[config.mk]
export PLATFORM = sky130hd
export DESIGN_NAME = subr_link_unit
export DESIGN_NICKNAME = d
export VERILOG_FILES = /design/src/rtl/subr_link_pkg.sv /design/src/rtl/subr_link_decode.sv /design/src/rtl/subr_link_sp.sv /design/src/rtl/subr_link_bytesel.sv /design/src/rtl/subr_link_unit.sv
export SDC_FILE = /design/constraint.sdc
export NUM_CORES = 1
export LEC_CHECK = 0
export ABC_AREA = 1
export CAP_MARGIN = 20
export CORE_AREA = 2 2 130 132
export CTS_BUF_LIST = sky130_fd_sc_hd__clkbuf_8 sky130_fd_sc_hd__clkbuf_16
export DETAILED_ROUTE_END_ITERATION = 6
export DIE_AREA = 0 0 132 134
export DONT_BUFFER_PORTS = 1
export MAX_ROUTING_LAYER = met4
export PLACE_DENSITY_LB_ADDON = 0.1
export SYNTH_ARGS = -nofsm -noshare
export SYNTH_HDL_FRONTEND = slang
export SYNTH_SLANG_ARGS = --single-unit
export TNS_END_PERCENT = 1
[constraint.sdc]
create_clock -name clk -period 5.1 [get_ports clk]
set_input_delay 0.51 -clock clk [delete_from_list [all_inputs] [get_ports clk]]
set_output_delay 0.51 -clock clk [all_outputs]
set_load 0.05 [all_outputs]
[src/rtl/subr_link_pkg.sv]
package subr_link_pkg;

  typedef enum logic [2:0] {
    LK_NONE  = 3'd0,
    LK_CALL  = 3'd1,
    LK_LCALL = 3'd2,
    LK_RET   = 3'd3,
    LK_LRET  = 3'd4
  } link_kind_e;

  function automatic logic kind_is_call(input link_kind_e k);
    return (k == LK_CALL) || (k == LK_LCALL);
  endfunction

  function automatic logic kind_is_long(input link_kind_e k);
    return (k == LK_LCALL) || (k == LK_LRET);
  endfunction

  function automatic int max_of4(input int a, input int b, input int c, input int d);
    int m;
    m = a;
    if (b > m) m = b;
    if (c > m) m = c;
    if (d > m) m = d;
    return m;
  endfunction

endpackage

[src/rtl/subr_link_decode.sv]
module subr_link_decode
  import subr_link_pkg::*;
#(
  parameter logic [7:0] OP_CALL   = 8'h20,
  parameter logic [7:0] OP_LCALL  = 8'h22,
  parameter logic [7:0] OP_RET    = 8'h60,
  parameter logic [7:0] OP_LRET   = 8'h6B,
  parameter int         CYC_CALL  = 6,
  parameter int         CYC_LCALL = 8,
  parameter int         CYC_RET   = 6,
  parameter int         CYC_LRET  = 6,
  parameter int         ADDR_BYTES = 2,
  parameter int         CNT_W     = 4,
  parameter int         POS_W     = 2
) (
  input  logic [7:0]       opcode,
  output logic             valid,
  output link_kind_e       kind,
  output logic [POS_W-1:0] nbytes,
  output logic [CNT_W-1:0] ncyc
);

  localparam logic [POS_W-1:0] NB_SHORT = POS_W'(ADDR_BYTES);
  localparam logic [POS_W-1:0] NB_LONG  = POS_W'(ADDR_BYTES + 1);

  always_comb begin
    valid  = 1'b1;
    kind   = LK_NONE;
    nbytes = NB_SHORT;
    ncyc   = '0;
    case (opcode)
      OP_CALL: begin
        kind = LK_CALL;
        ncyc = CNT_W'(CYC_CALL);
      end
      OP_LCALL: begin
        kind   = LK_LCALL;
        nbytes = NB_LONG;
        ncyc   = CNT_W'(CYC_LCALL);
      end
      OP_RET: begin
        kind = LK_RET;
        ncyc = CNT_W'(CYC_RET);
      end
      OP_LRET: begin
        kind   = LK_LRET;
        nbytes = NB_LONG;
        ncyc   = CNT_W'(CYC_LRET);
      end
      default: valid = 1'b0;
    endcase
  end

endmodule

[src/rtl/subr_link_sp.sv]
module subr_link_sp #(
  parameter int SP_W     = 16,
  parameter int PAGE_W   = 8,
  parameter int EMU_PAGE = 1
) (
  input  logic [SP_W-1:0] sp_raw,
  input  logic [SP_W-1:0] sp_q,
  input  logic            emu_raw,
  input  logic            emu_q,
  output logic [SP_W-1:0] sp_entry,
  output logic [SP_W-1:0] sp_dn,
  output logic [SP_W-1:0] sp_up
);

  generate
    if (SP_W > PAGE_W) begin : g_paged
      localparam int HI_W = SP_W - PAGE_W;
      localparam logic [HI_W-1:0] PAGE = HI_W'(EMU_PAGE);
      logic [PAGE_W-1:0] lo_dn, lo_up;
      assign lo_dn    = sp_q[PAGE_W-1:0] - PAGE_W'(1);
      assign lo_up    = sp_q[PAGE_W-1:0] + PAGE_W'(1);
      assign sp_entry = emu_raw ? {PAGE, sp_raw[PAGE_W-1:0]} : sp_raw;
      assign sp_dn    = emu_q ? {PAGE, lo_dn} : sp_q - SP_W'(1);
      assign sp_up    = emu_q ? {PAGE, lo_up} : sp_q + SP_W'(1);
    end else begin : g_flat
      logic unused_emu;
      assign unused_emu = emu_raw ^ emu_q;
      assign sp_entry   = sp_raw;
      assign sp_dn      = sp_q - SP_W'(1);
      assign sp_up      = sp_q + SP_W'(1);
    end
  endgenerate

endmodule

[src/rtl/subr_link_bytesel.sv]
module subr_link_bytesel #(
  parameter int ADDR_W = 16,
  parameter int DATA_W = 8,
  parameter int POS_W  = 2
) (
  input  logic [ADDR_W-1:0] link_addr,
  input  logic [DATA_W-1:0] link_bank,
  input  logic [POS_W-1:0]  pos,
  output logic [DATA_W-1:0] byte_o
);

  localparam int ADDR_BYTES = ADDR_W / DATA_W;
  localparam int NLANE      = ADDR_BYTES + 1;

  logic [DATA_W-1:0] lane [NLANE];

  generate
    for (genvar g = 0; g < ADDR_BYTES; g++) begin : g_lane
      assign lane[g] = link_addr[g*DATA_W +: DATA_W];
    end
  endgenerate
  assign lane[ADDR_BYTES] = link_bank;

  always_comb begin
    byte_o = '0;
    for (int i = 0; i < NLANE; i++) begin
      if (int'(pos) == i) byte_o = lane[i];
    end
  end

endmodule

[src/rtl/subr_link_unit.sv]
module subr_link_unit
  import subr_link_pkg::*;
#(
  parameter int         ADDR_W    = 16,
  parameter int         DATA_W    = 8,
  parameter int         SP_W      = 16,
  parameter int         EMU_PAGE  = 1,
  parameter logic [7:0] OP_CALL   = 8'h20,
  parameter logic [7:0] OP_LCALL  = 8'h22,
  parameter logic [7:0] OP_RET    = 8'h60,
  parameter logic [7:0] OP_LRET   = 8'h6B,
  parameter int         CYC_CALL  = 6,
  parameter int         CYC_LCALL = 8,
  parameter int         CYC_RET   = 6,
  parameter int         CYC_LRET  = 6
) (
  input  logic              clk,
  input  logic              rst_n,
  input  logic              start,
  input  logic [7:0]        opcode,
  input  logic [ADDR_W-1:0] inst_addr,
  input  logic [DATA_W-1:0] inst_bank,
  input  logic [SP_W-1:0]   sp_in,
  input  logic              emu,
  input  logic [DATA_W-1:0] pull_data,
  output logic              busy,
  output logic              done,
  output logic              push_we,
  output logic              pull_re,
  output logic [SP_W-1:0]   stk_addr,
  output logic [DATA_W-1:0] push_data,
  output logic              sp_we,
  output logic [SP_W-1:0]   sp_out,
  output logic              pc_we,
  output logic [ADDR_W-1:0] new_pc,
  output logic              bank_we,
  output logic [DATA_W-1:0] new_bank
);

  localparam int ADDR_BYTES = ADDR_W / DATA_W;
  localparam int MAX_BYTES  = ADDR_BYTES + 1;
  localparam int CYC_MAX    = max_of4(CYC_CALL, CYC_LCALL, CYC_RET, CYC_LRET);
  localparam int CNT_W      = $clog2(CYC_MAX + 1);
  localparam int POS_W      = $clog2(MAX_BYTES + 1);

  // decode of the presented opcode
  logic             dec_valid;
  link_kind_e       dec_kind;
  logic [POS_W-1:0] dec_nb;
  logic [CNT_W-1:0] dec_ncyc;

  subr_link_decode #(
    .OP_CALL(OP_CALL), .OP_LCALL(OP_LCALL), .OP_RET(OP_RET), .OP_LRET(OP_LRET),
    .CYC_CALL(CYC_CALL), .CYC_LCALL(CYC_LCALL), .CYC_RET(CYC_RET), .CYC_LRET(CYC_LRET),
    .ADDR_BYTES(ADDR_BYTES), .CNT_W(CNT_W), .POS_W(POS_W)
  ) u_dec (
    .opcode(opcode),
    .valid (dec_valid),
    .kind  (dec_kind),
    .nbytes(dec_nb),
    .ncyc  (dec_ncyc)
  );

  // instruction state
  logic              busy_q;
  logic [CNT_W-1:0]  cnt_q;
  link_kind_e        kind_q;
  logic [CNT_W-1:0]  ncyc_q;
  logic [POS_W-1:0]  nb_q;
  logic              emu_q;
  logic [SP_W-1:0]   sp_q;
  logic [ADDR_W-1:0] link_q;
  logic [DATA_W-1:0] bank_q;
  logic [DATA_W-1:0] pulled_q [MAX_BYTES];

  // named internal events
  logic              accept;
  logic              is_call;
  logic              is_long;
  logic [CNT_W-1:0]  first_op;
  logic              in_window;
  logic [CNT_W-1:0]  idx;
  logic [POS_W-1:0]  pos;
  logic              last_cyc;
  logic [SP_W-1:0]   sp_entry, sp_dn, sp_up, sp_nxt;
  logic [ADDR_W-1:0] link_calc;
  logic [ADDR_W-1:0] pulled_addr;
  logic [DATA_W-1:0] sel_byte;

  assign accept   = start && !busy_q && dec_valid;
  assign is_call  = kind_is_call(kind_q);
  assign is_long  = kind_is_long(kind_q);
  assign last_cyc = busy_q && (cnt_q == ncyc_q);

  // calls end on their last push; returns need one cycle after the last pull
  assign first_op  = ncyc_q - CNT_W'(nb_q) + (is_call ? CNT_W'(1) : CNT_W'(0));
  assign in_window = busy_q && (cnt_q >= first_op) && (is_call || !last_cyc);
  assign idx       = cnt_q - first_op;
  assign pos       = is_call ? (nb_q - POS_W'(1) - POS_W'(idx)) : POS_W'(idx);

  subr_link_sp #(
    .SP_W(SP_W), .PAGE_W(8), .EMU_PAGE(EMU_PAGE)
  ) u_sp (
    .sp_raw  (sp_in),
    .sp_q    (sp_q),
    .emu_raw (emu),
    .emu_q   (emu_q),
    .sp_entry(sp_entry),
    .sp_dn   (sp_dn),
    .sp_up   (sp_up)
  );

  subr_link_bytesel #(
    .ADDR_W(ADDR_W), .DATA_W(DATA_W), .POS_W(POS_W)
  ) u_sel (
    .link_addr(link_q),
    .link_bank(bank_q),
    .pos      (pos),
    .byte_o   (sel_byte)
  );

  // linkage address: last byte of the call instruction
  assign link_calc = inst_addr + ADDR_W'(kind_is_long(dec_kind) ? ADDR_BYTES + 1 : ADDR_BYTES);

  generate
    for (genvar g = 0; g < ADDR_BYTES; g++) begin : g_pull
      assign pulled_addr[g*DATA_W +: DATA_W] = pulled_q[g];
    end
  endgenerate

  always_comb begin
    if (push_we)      sp_nxt = sp_dn;
    else if (pull_re) sp_nxt = sp_up;
    else              sp_nxt = sp_q;
  end

  always_ff @(posedge clk or negedge rst_n) begin
    if (!rst_n) begin
      busy_q <= 1'b0;
      cnt_q  <= '0;
      kind_q <= LK_NONE;
      ncyc_q <= '0;
      nb_q   <= '0;
      emu_q  <= 1'b0;
      sp_q   <= '0;
      link_q <= '0;
      bank_q <= '0;
      for (int i = 0; i < MAX_BYTES; i++) pulled_q[i] <= '0;
    end else begin
      if (accept) begin
        busy_q <= 1'b1;
        cnt_q  <= CNT_W'(2);
        kind_q <= dec_kind;
        ncyc_q <= dec_ncyc;
        nb_q   <= dec_nb;
        emu_q  <= emu;
        sp_q   <= sp_entry;
        link_q <= link_calc;
        bank_q <= inst_bank;
      end else if (busy_q) begin
        sp_q <= sp_nxt;
        if (last_cyc) begin
          busy_q <= 1'b0;
          cnt_q  <= '0;
        end else begin
          cnt_q <= cnt_q + CNT_W'(1);
        end
      end
      for (int i = 0; i < MAX_BYTES; i++) begin
        if (pull_re && (int'(pos) == i)) pulled_q[i] <= pull_data;
      end
    end
  end

  assign busy      = busy_q;
  assign done      = last_cyc;
  assign push_we   = in_window && is_call;
  assign pull_re   = in_window && !is_call;
  assign stk_addr  = pull_re ? sp_up : (push_we ? sp_q : '0);
  assign push_data = push_we ? sel_byte : '0;
  assign sp_we     = last_cyc;
  assign sp_out    = busy_q ? sp_nxt : '0;
  assign pc_we     = last_cyc && !is_call;
  assign new_pc    = pc_we ? (pulled_addr + ADDR_W'(1)) : '0;
  assign bank_we   = last_cyc && (kind_q == LK_LRET);
  assign new_bank  = bank_we ? pulled_q[ADDR_BYTES] : '0;

endmodule

Word level (Yosys, flattened, before mapping)
Cells that the tools add are included.
{"block": "word_totals", "ff_bits": 79, "inputBits": 60}
{"block": "classes", "add_sub_neg": 12, "magnitude_cmp": 1, "n_eq_ne": 12, "n_mux": 29, "reduce_logical": 23}
{"operator": "2-to-1 mux 16 bit", "n": 11}
{"operator": "2-to-1 mux 8 bit", "n": 5}
{"operator": "adder 16 x 1 -> 16 bit, second input constant", "n": 2}
{"operator": "adder 16 x 2 -> 16 bit", "n": 1}
{"operator": "== test 8 x 6 -> 1 bit, second input constant", "n": 2}
{"operator": "== test 8 x 7 -> 1 bit, second input constant", "n": 2}
{"operator": "subtractor 16 x 1 -> 16 bit, second input constant", "n": 1}
{"operator": "logical AND 1 bit", "n": 12}
{"operator": "2-to-1 mux 4 bit", "n": 3}
{"operator": "one-hot mux 3 bit (4 select lines)", "n": 1}
{"operator": "adder 8 x 1 -> 8 bit, second input constant", "n": 1}
{"operator": "one-hot mux 4 bit (2 select lines)", "n": 1}
{"operator": "subtractor 8 x 1 -> 8 bit, second input constant", "n": 1}
{"operator": "2-to-1 mux 1 bit", "n": 7}
{"operator": "== test 3 x 2 -> 1 bit, second input constant", "n": 2}
{"operator": "== test 3 bit, second input constant", "n": 2}
{"operator": "adder 4 x 1 -> 4 bit", "n": 1}
{"operator": "adder 4 x 1 -> 4 bit, second input constant", "n": 1}
{"operator": "== test 2 bit, second input constant", "n": 2}
{"operator": "== test 4 bit", "n": 1}
{"operator": "greater-or-equal comparator 4 bit", "n": 1}
{"operator": "OR reduction 4 bit", "n": 1}
{"operator": "subtractor 2 bit", "n": 2}
{"operator": "subtractor 4 x 2 -> 4 bit", "n": 1}
{"operator": "9 further kinds", "n": 13}

Longest topological paths before layout
Gate-level depths: netlist of the first run.
{"block": "depth", "ltp_word": 12, "depth_mapped": 21, "ltp_nobuf": 20}

Hierarchy
Synthesis of the first run repeated with hierarchy kept, for this count alone.
{"block": "unflattened", "hier_cells": 1007, "area_unflattened_um2": 6458.7}
{"mod": "subr_link_unit", "n_inst": 1, "cells_each": 729, "area_per_inst_um2": 5096.1, "seq_area_each_um2": 1976.9}
{"mod": "subr_link_sp", "n_inst": 1, "cells_each": 204, "area_per_inst_um2": 991.0, "seq_area_each_um2": 0.0}
{"mod": "subr_link_bytesel", "n_inst": 1, "cells_each": 37, "area_per_inst_um2": 187.7, "seq_area_each_um2": 0.0}
{"mod": "subr_link_decode", "n_inst": 1, "cells_each": 37, "area_per_inst_um2": 183.9, "seq_area_each_um2": 0.0}

Worst setup path before layout of the first run
No wires, ideal clock.
{"block": "synth_path", "kind": "flip-flop to output port", "from": "reg busy_q (netlist: busy)", "to": "out new_bank[0]", "t_arrival_ps": 3715, "setup_slack_ps": 875, "stages_incl_launch_ff": 5, "cell_sequence": "dfrtp_1 inv_1 nor4_1 inv_1 nor2_1"}
{"block": "synth_via", "elab_chain_cells": 3}
{"item": "start: declaration", "line": "subr_link_unit.sv:65", "rtl": "logic busy_q;"}
{"item": "start signal: assignment", "line": "subr_link_unit.sv:139", "rtl": "busy_q <= 1'b0;"}
{"item": "start signal: assignment", "line": "subr_link_unit.sv:151", "rtl": "busy_q <= 1'b1;"}
{"item": "start signal: assignment", "line": "subr_link_unit.sv:163", "rtl": "busy_q <= 1'b0;"}
{"item": "logical AND 1 bit", "line": "subr_link_unit.sv:93", "rtl": "assign last_cyc = busy_q && (cnt_q == ncyc_q);"}
{"item": "logical AND 1 bit", "line": "subr_link_unit.sv:185", "rtl": "assign bank_we = last_cyc && (kind_q == LK_LRET);"}
{"item": "named net bank_we", "line": "subr_link_unit.sv:36", "rtl": "output logic bank_we,"}
{"item": "2-to-1 mux 8 bit", "line": "subr_link_unit.sv:186", "rtl": "assign new_bank = bank_we ? pulled_q[ADDR_BYTES] : '0;"}
{"item": "end: declaration", "line": "subr_link_unit.sv:37", "rtl": "output logic [DATA_W-1:0] new_bank"}
The timed path passes the listed nets, and every way through them passes these cells.

Worst setup path in the final report of the first run
{"block": "layout_path", "from": "reg kind_q[0]", "to": "out sp_out[10]"}
{"block": "layout_via", "elab_chain_cells": 11, "word_cells_on_any_way": 15, "cone_classes": "add/sub: 1; order compare: 1; eq/ne: 2; mux: 4; reduce/logical: 7"}
{"item": "start: declaration", "line": "subr_link_unit.sv:67", "rtl": "link_kind_e kind_q;"}
{"item": "start signal: assignment", "line": "subr_link_unit.sv:153", "rtl": "kind_q <= dec_kind;"}
{"item": "== test 3 x 1 -> 1 bit / == test 3 x 2 -> 1 bit (equally long branches)"}
{"item": "logical OR 1 bit (*)", "line": "subr_link_pkg.sv:12", "rtl": "return (k == LK_CALL) || (k == LK_LCALL);"}
{"item": "2-to-1 mux 1 bit", "line": "subr_link_unit.sv:96", "rtl": "assign first_op = ncyc_q - CNT_W'(nb_q) + (is_call ? CNT_W'(1) : CNT_W'(0));"}
{"item": "adder 4 x 1 -> 4 bit", "line": "subr_link_unit.sv:96"}
{"item": "greater-or-equal comparator 4 bit", "line": "subr_link_unit.sv:97", "rtl": "assign in_window = busy_q && (cnt_q >= first_op) && (is_call || !last_cyc);"}
{"item": "logical AND 1 bit (2 in a row)", "line": "subr_link_unit.sv:97"}
{"item": "logical AND 1 bit", "line": "subr_link_unit.sv:178", "rtl": "assign pull_re = in_window && !is_call;"}
{"item": "2-to-1 mux 16 bit", "line": "subr_link_unit.sv:133", "rtl": "else if (pull_re) sp_nxt = sp_up;"}
{"item": "2-to-1 mux 16 bit (*)", "line": "subr_link_unit.sv:132", "rtl": "if (push_we) sp_nxt = sp_dn;"}
{"item": "2-to-1 mux 16 bit (*)", "line": "subr_link_unit.sv:182", "rtl": "assign sp_out = busy_q ? sp_nxt : '0;"}
{"item": "end: declaration", "line": "subr_link_unit.sv:33", "rtl": "output logic [SP_W-1:0] sp_out,"}
Mark *: on every way between the ends. The rest lies on a longest branch, timed or not.

==> results of run 1 <==
Yosys cell counts, types with 6 or more instances:
library cell  instances  share of area
inv_1               101          0.067
nand2_2               6         0.0067
inv_2                 6         0.0040
dfrtp_1              77           0.34
nand2_1             276           0.18
xor2_1               22          0.034
o21ai_0              75          0.067
nor3_1               23          0.020
nor2_1               69          0.046
a21oi_1              23          0.020
buf_2                15          0.013
nand4_1               8         0.0089
o22ai_1               6         0.0067
nand3_1              76          0.068
ha_1                 14          0.031
per-layer routing:
| metal | vias to the layer above | share of wire | GRT usage |
|---|---|---|---|
| li1 | 2773 | - | - |
| met3 | 16 | 0.050 | 0.03779 |
| met4 | 0 | 0.013 | 0.05616 |
| met2 | 172 | 0.46 | 0.3166 |
| met5 | - | 0 | - |
| met1 | 2557 | 0.48 | 0.2671 |
layout make-up:
cell class	instances	area (um2)
Inverter	109	409.1
Sequential cell	77	1927
Timing Repair Buffer	44	412.9
Multi-Input combinational cell	638	3147
Clock buffer	9	225.2
Fill cell	1810	9778
Clock inverter	7	115.1
Tap cell	220	275.3
state kept, by name, indices dropped and copies added, names as in the netlist:
signal,cells
cnt_q,4
kind_q,3
sp_q,16
ncyc_q,2
emu_q,1
link_q,16
busy,1
nb_q,2
bank_q,8
pulled_addr,16
pulled_q,8
how the worst min path moves through the flow:
stage | startpoint | slack, ns | endpoint | depth (start not counted)
final | rst_n | 0.07 | sp_q[2]$_DFFE_PN0P_ | 1
after global routing | rst_n | 0.08 | sp_q[2]$_DFFE_PN0P_ | 1
after CTS | rst_n | 0.08 | sp_q[2]$_DFFE_PN0P_ | 1
after detailed placement | rst_n | 0.22 | pulled_addr[11]$_DFFE_PN0P_ | 0
after floorplan | rst_n | 0.21 | bank_q[0]$_DFFE_PN0P_ | 0
after global placement | rst_n | 0.22 | pulled_addr[11]$_DFFE_PN0P_ | 0
cells by family (layout without fill, tap and decap cells):
logic type,count (synthesis),count (layout),synth area share
fa+ha+maj,16,16,0.03827
compound gates,118,118,0.1106
xor+xnor,27,27,0.04205
buf+inv,136,169,0.1021
flops,77,77,0.3426
simple gates,477,477,0.3644
through the flow:
stage / setup WS [ns] / instance area [um2] / hold WS, ns / total power, mW
2_1_floorplan: 0.8749 / 5624 / 0.2144 / 2.210
3_3_place_gp: 1.099 / 6143 / 0.2195 / 2.601
3_5_place_dp: 0.9454 / 6143 / 0.2194 / 2.640
4_1_cts: 0.5747 / 6511 / 0.08192 / 3.401
5_1_grt: 0.3295 / 6511 / 0.08323 / 3.668
6_report: 0.5457 / 6511 / 0.06979 / 3.383
placed cells by master (no fill, tap or decap), types with 6 or more instances in the layout:
cell type / Yosys / layout
nor2_1: 69 / 68
nand3_1: 76 / 76
nor3_1: 23 / 20
inv_2: 6 / 6
xor2_1: 22 / 22
o21ai_1: 5 / 17
buf_4: 4 / 38
a21oi_1: 23 / 23
clkbuf_16: 0 / 9
ha_1: 14 / 14
nand2_1: 276 / 276
nand2_2: 6 / 6
inv_1: 101 / 102
o22ai_1: 6 / 6
nor2_2: 5 / 6
o21ai_0: 75 / 63
nand4_1: 8 / 8
dfrtp_1: 77 / 77
report_power, final:
| group | internal, mW | switching (mW) | total [mW] |
|---|---|---|---|
| Combinational | 0.478 | 1.15 | 1.63 |
| Sequential | 0.810 | 0.214 | 1.02 |
| Clock | 0.476 | 0.258 | 0.734 |
| Total | 1.76 | 1.62 | 3.38 |
repair_timing:
item / 4_1_cts / 5_1_grt
resized for setup: 0 / 0
endpoints found under the hold margin: 77 / 0
hold buffers: 1 / 0
==> implementation parameters, run 1 <==
Parameter                              Value

Run status
  Outcome    finished clean

Critical path
  Reg2reg path depth    17
  Critical Path, Cell by Cell    inv_1 -> nand2_2 -> nand3_4 -> ha_1 -> inv_1 -> fa_1 -> xor2_1 -> ha_1 -> nand2_1 -> inv_1 -> nand2_1 -> nand3_1 -> nand3_1 -> buf_4 -> clkinv_1 -> buf_4 -> a21oi_1 -> nand2_1 -> inv_1 -> buf_12
  R2R Setup Slk    1.48 ns
  Worst setup path endpoint    sp_out[10]
  CP required    4.59 ns
  Buf/Inv on CP    8
  Launch point of the worst reg-to-reg path    kind_q[0]$_DFFE_PN0P_
  CP startpoint    kind_q[0]$_DFFE_PN0P_
  Critical Path Max Stage Delay    0.39 ns
  Largest fanout on the critical path    31
  CP delay by family, top    buffers and inverters
  Cell seen most often among critical-path stages    inv_1
  WP depth    20
  Type of the worst setup path    reg2out
  End of the worst register-to-register path    sp_q[5]$_DFFE_PN0P_
  CP Launch Type    register
  Crit path arrival time    4.04 ns
  CP Capture Type    primary output
  Slowest CP cell    dfrtp_1

Drt
  Detailed Route WL    16930 um
  Average wire per standard cell    15.34 um
  Ratio of routed vias to standard cells    4.998
  DRC violation count after routing    0
  Antenna violation net count after detailed routing    0
  Total via count in the routed design    5518
  Detailed Route Iter0 Violations    565
  Total iterations of the first detailed-routing run    5

Yosys
  Fraction of registers with async set/reset    1.000
  Avg Inst Size Synth    6.609 um2
  FF+latch count, synth    77
  Sequential fraction of the synthesis area    0.3426
  Gate count of the mapped netlist    851
  Number of nets in the synthesized netlist    927
  Number of synthesized flops with an enable pin    0
  Number of distinct library cells after synthesis    39
  Post-synth design cell area    5624 um2
  Synth Warn #    0
  Primary FF master, synth    dfrtp_1

Clock tree
  Post-CTS Setup Inserts    0
  Clock transition at the register clock pins on the worst setup and hold paths after CTS    0.06 ns
  Clock tree from TritonCTS    built
  Worst-case clock buffer depth    2
  Library cell used as clock root buffer    clkbuf_16
  Number of buffers created by CTS    9
  Clk_lat worst skew    0.34 ns
  Clock sink count    77
  CTS H-Tree Depth    3

Timing
  # setup viols final    0
  RSZ-0062 raised after global routing    no
  Total negative slack for setup checks    0 ns
  Worst clock skew    0.01002 ns
  Post-route minimum period    4.554 ns
  Number of pins with negative max-slew slack in the final report    0
  Final hold violations    0
  Worst slew margin relative to its limit    0.3783
  Worst-margin pin slew    0.9291 ns
  Top achievable clock speed    0.2196 GHz
  Post-route clock period utilization    0.8930

Floorplan
  Number of rows created at floorplan    47
  Initial core utilization    0.3453
  Die height    134 um
  Placeable core region    16290 um2
  Floorplan die area    17690 um2
  # IOs    131
  Die W    132 um

GRT
  Global-route wire length before repair    27740 um
  Largest net degree at the start of global routing    78
  Remaining global-route overflow    0
  Initial antenna violation count    0
  Vias in the first global route    5475
  All-layer global routing usage    0.2016

Final layout
  Area grow syn2layout    15.77%
  Fin nets    955
  Share of the core filled with cells    0.3997
  Antenna diode count    0
  Filler-free cell count of the finished design    1104
  Ratio of cells with drive above 1 in the final layout    0.1029

Job
  Number of violations of the max-capacitance limit    0

Min path
  Tightest Hold Check Type    in2async

Pwr
  Cell area power density    519.6 nW/um2
  Static leakage    3.281 nW
  Largest vdd supply drop    0.1802 mV

Placement
  DP Wirelength    12990 um
  Port Buffers    0
  Number of placed cells counting well taps    1087
  Final weighted congestion in routability-driven placement    0.9462
(Power assumes the default switching activity.)
==> run 2: changes to the inputs <==
--- a/config.mk
+++ b/config.mk
@@ -14,7 +14,7 @@
 export DONT_BUFFER_PORTS = 1
 export MAX_ROUTING_LAYER = met4
 export PLACE_DENSITY_LB_ADDON = 0.1
+export SETUP_SLACK_MARGIN = 0.05
 export SYNTH_ARGS = -nofsm -noshare
 export SYNTH_HDL_FRONTEND = slang
 export SYNTH_SLANG_ARGS = --single-unit
-export TNS_END_PERCENT = 1
==> results of run 2 <==
The final DEF is identical to that of run 1; final timing and power are the same.
==> run 3: changes to the inputs <==
--- a/config.mk
+++ b/config.mk
@@ -6,6 +6,7 @@
 export NUM_CORES = 1
 export LEC_CHECK = 0
 export ABC_AREA = 1
+export ABC_CLOCK_PERIOD_IN_PS = 5100
 export CAP_MARGIN = 20
 export CORE_AREA = 2 2 130 132
 export CTS_BUF_LIST = sky130_fd_sc_hd__clkbuf_8 sky130_fd_sc_hd__clkbuf_16
==> results of run 3 <==
The final DEF is identical to that of run 1; final timing and power are the same.
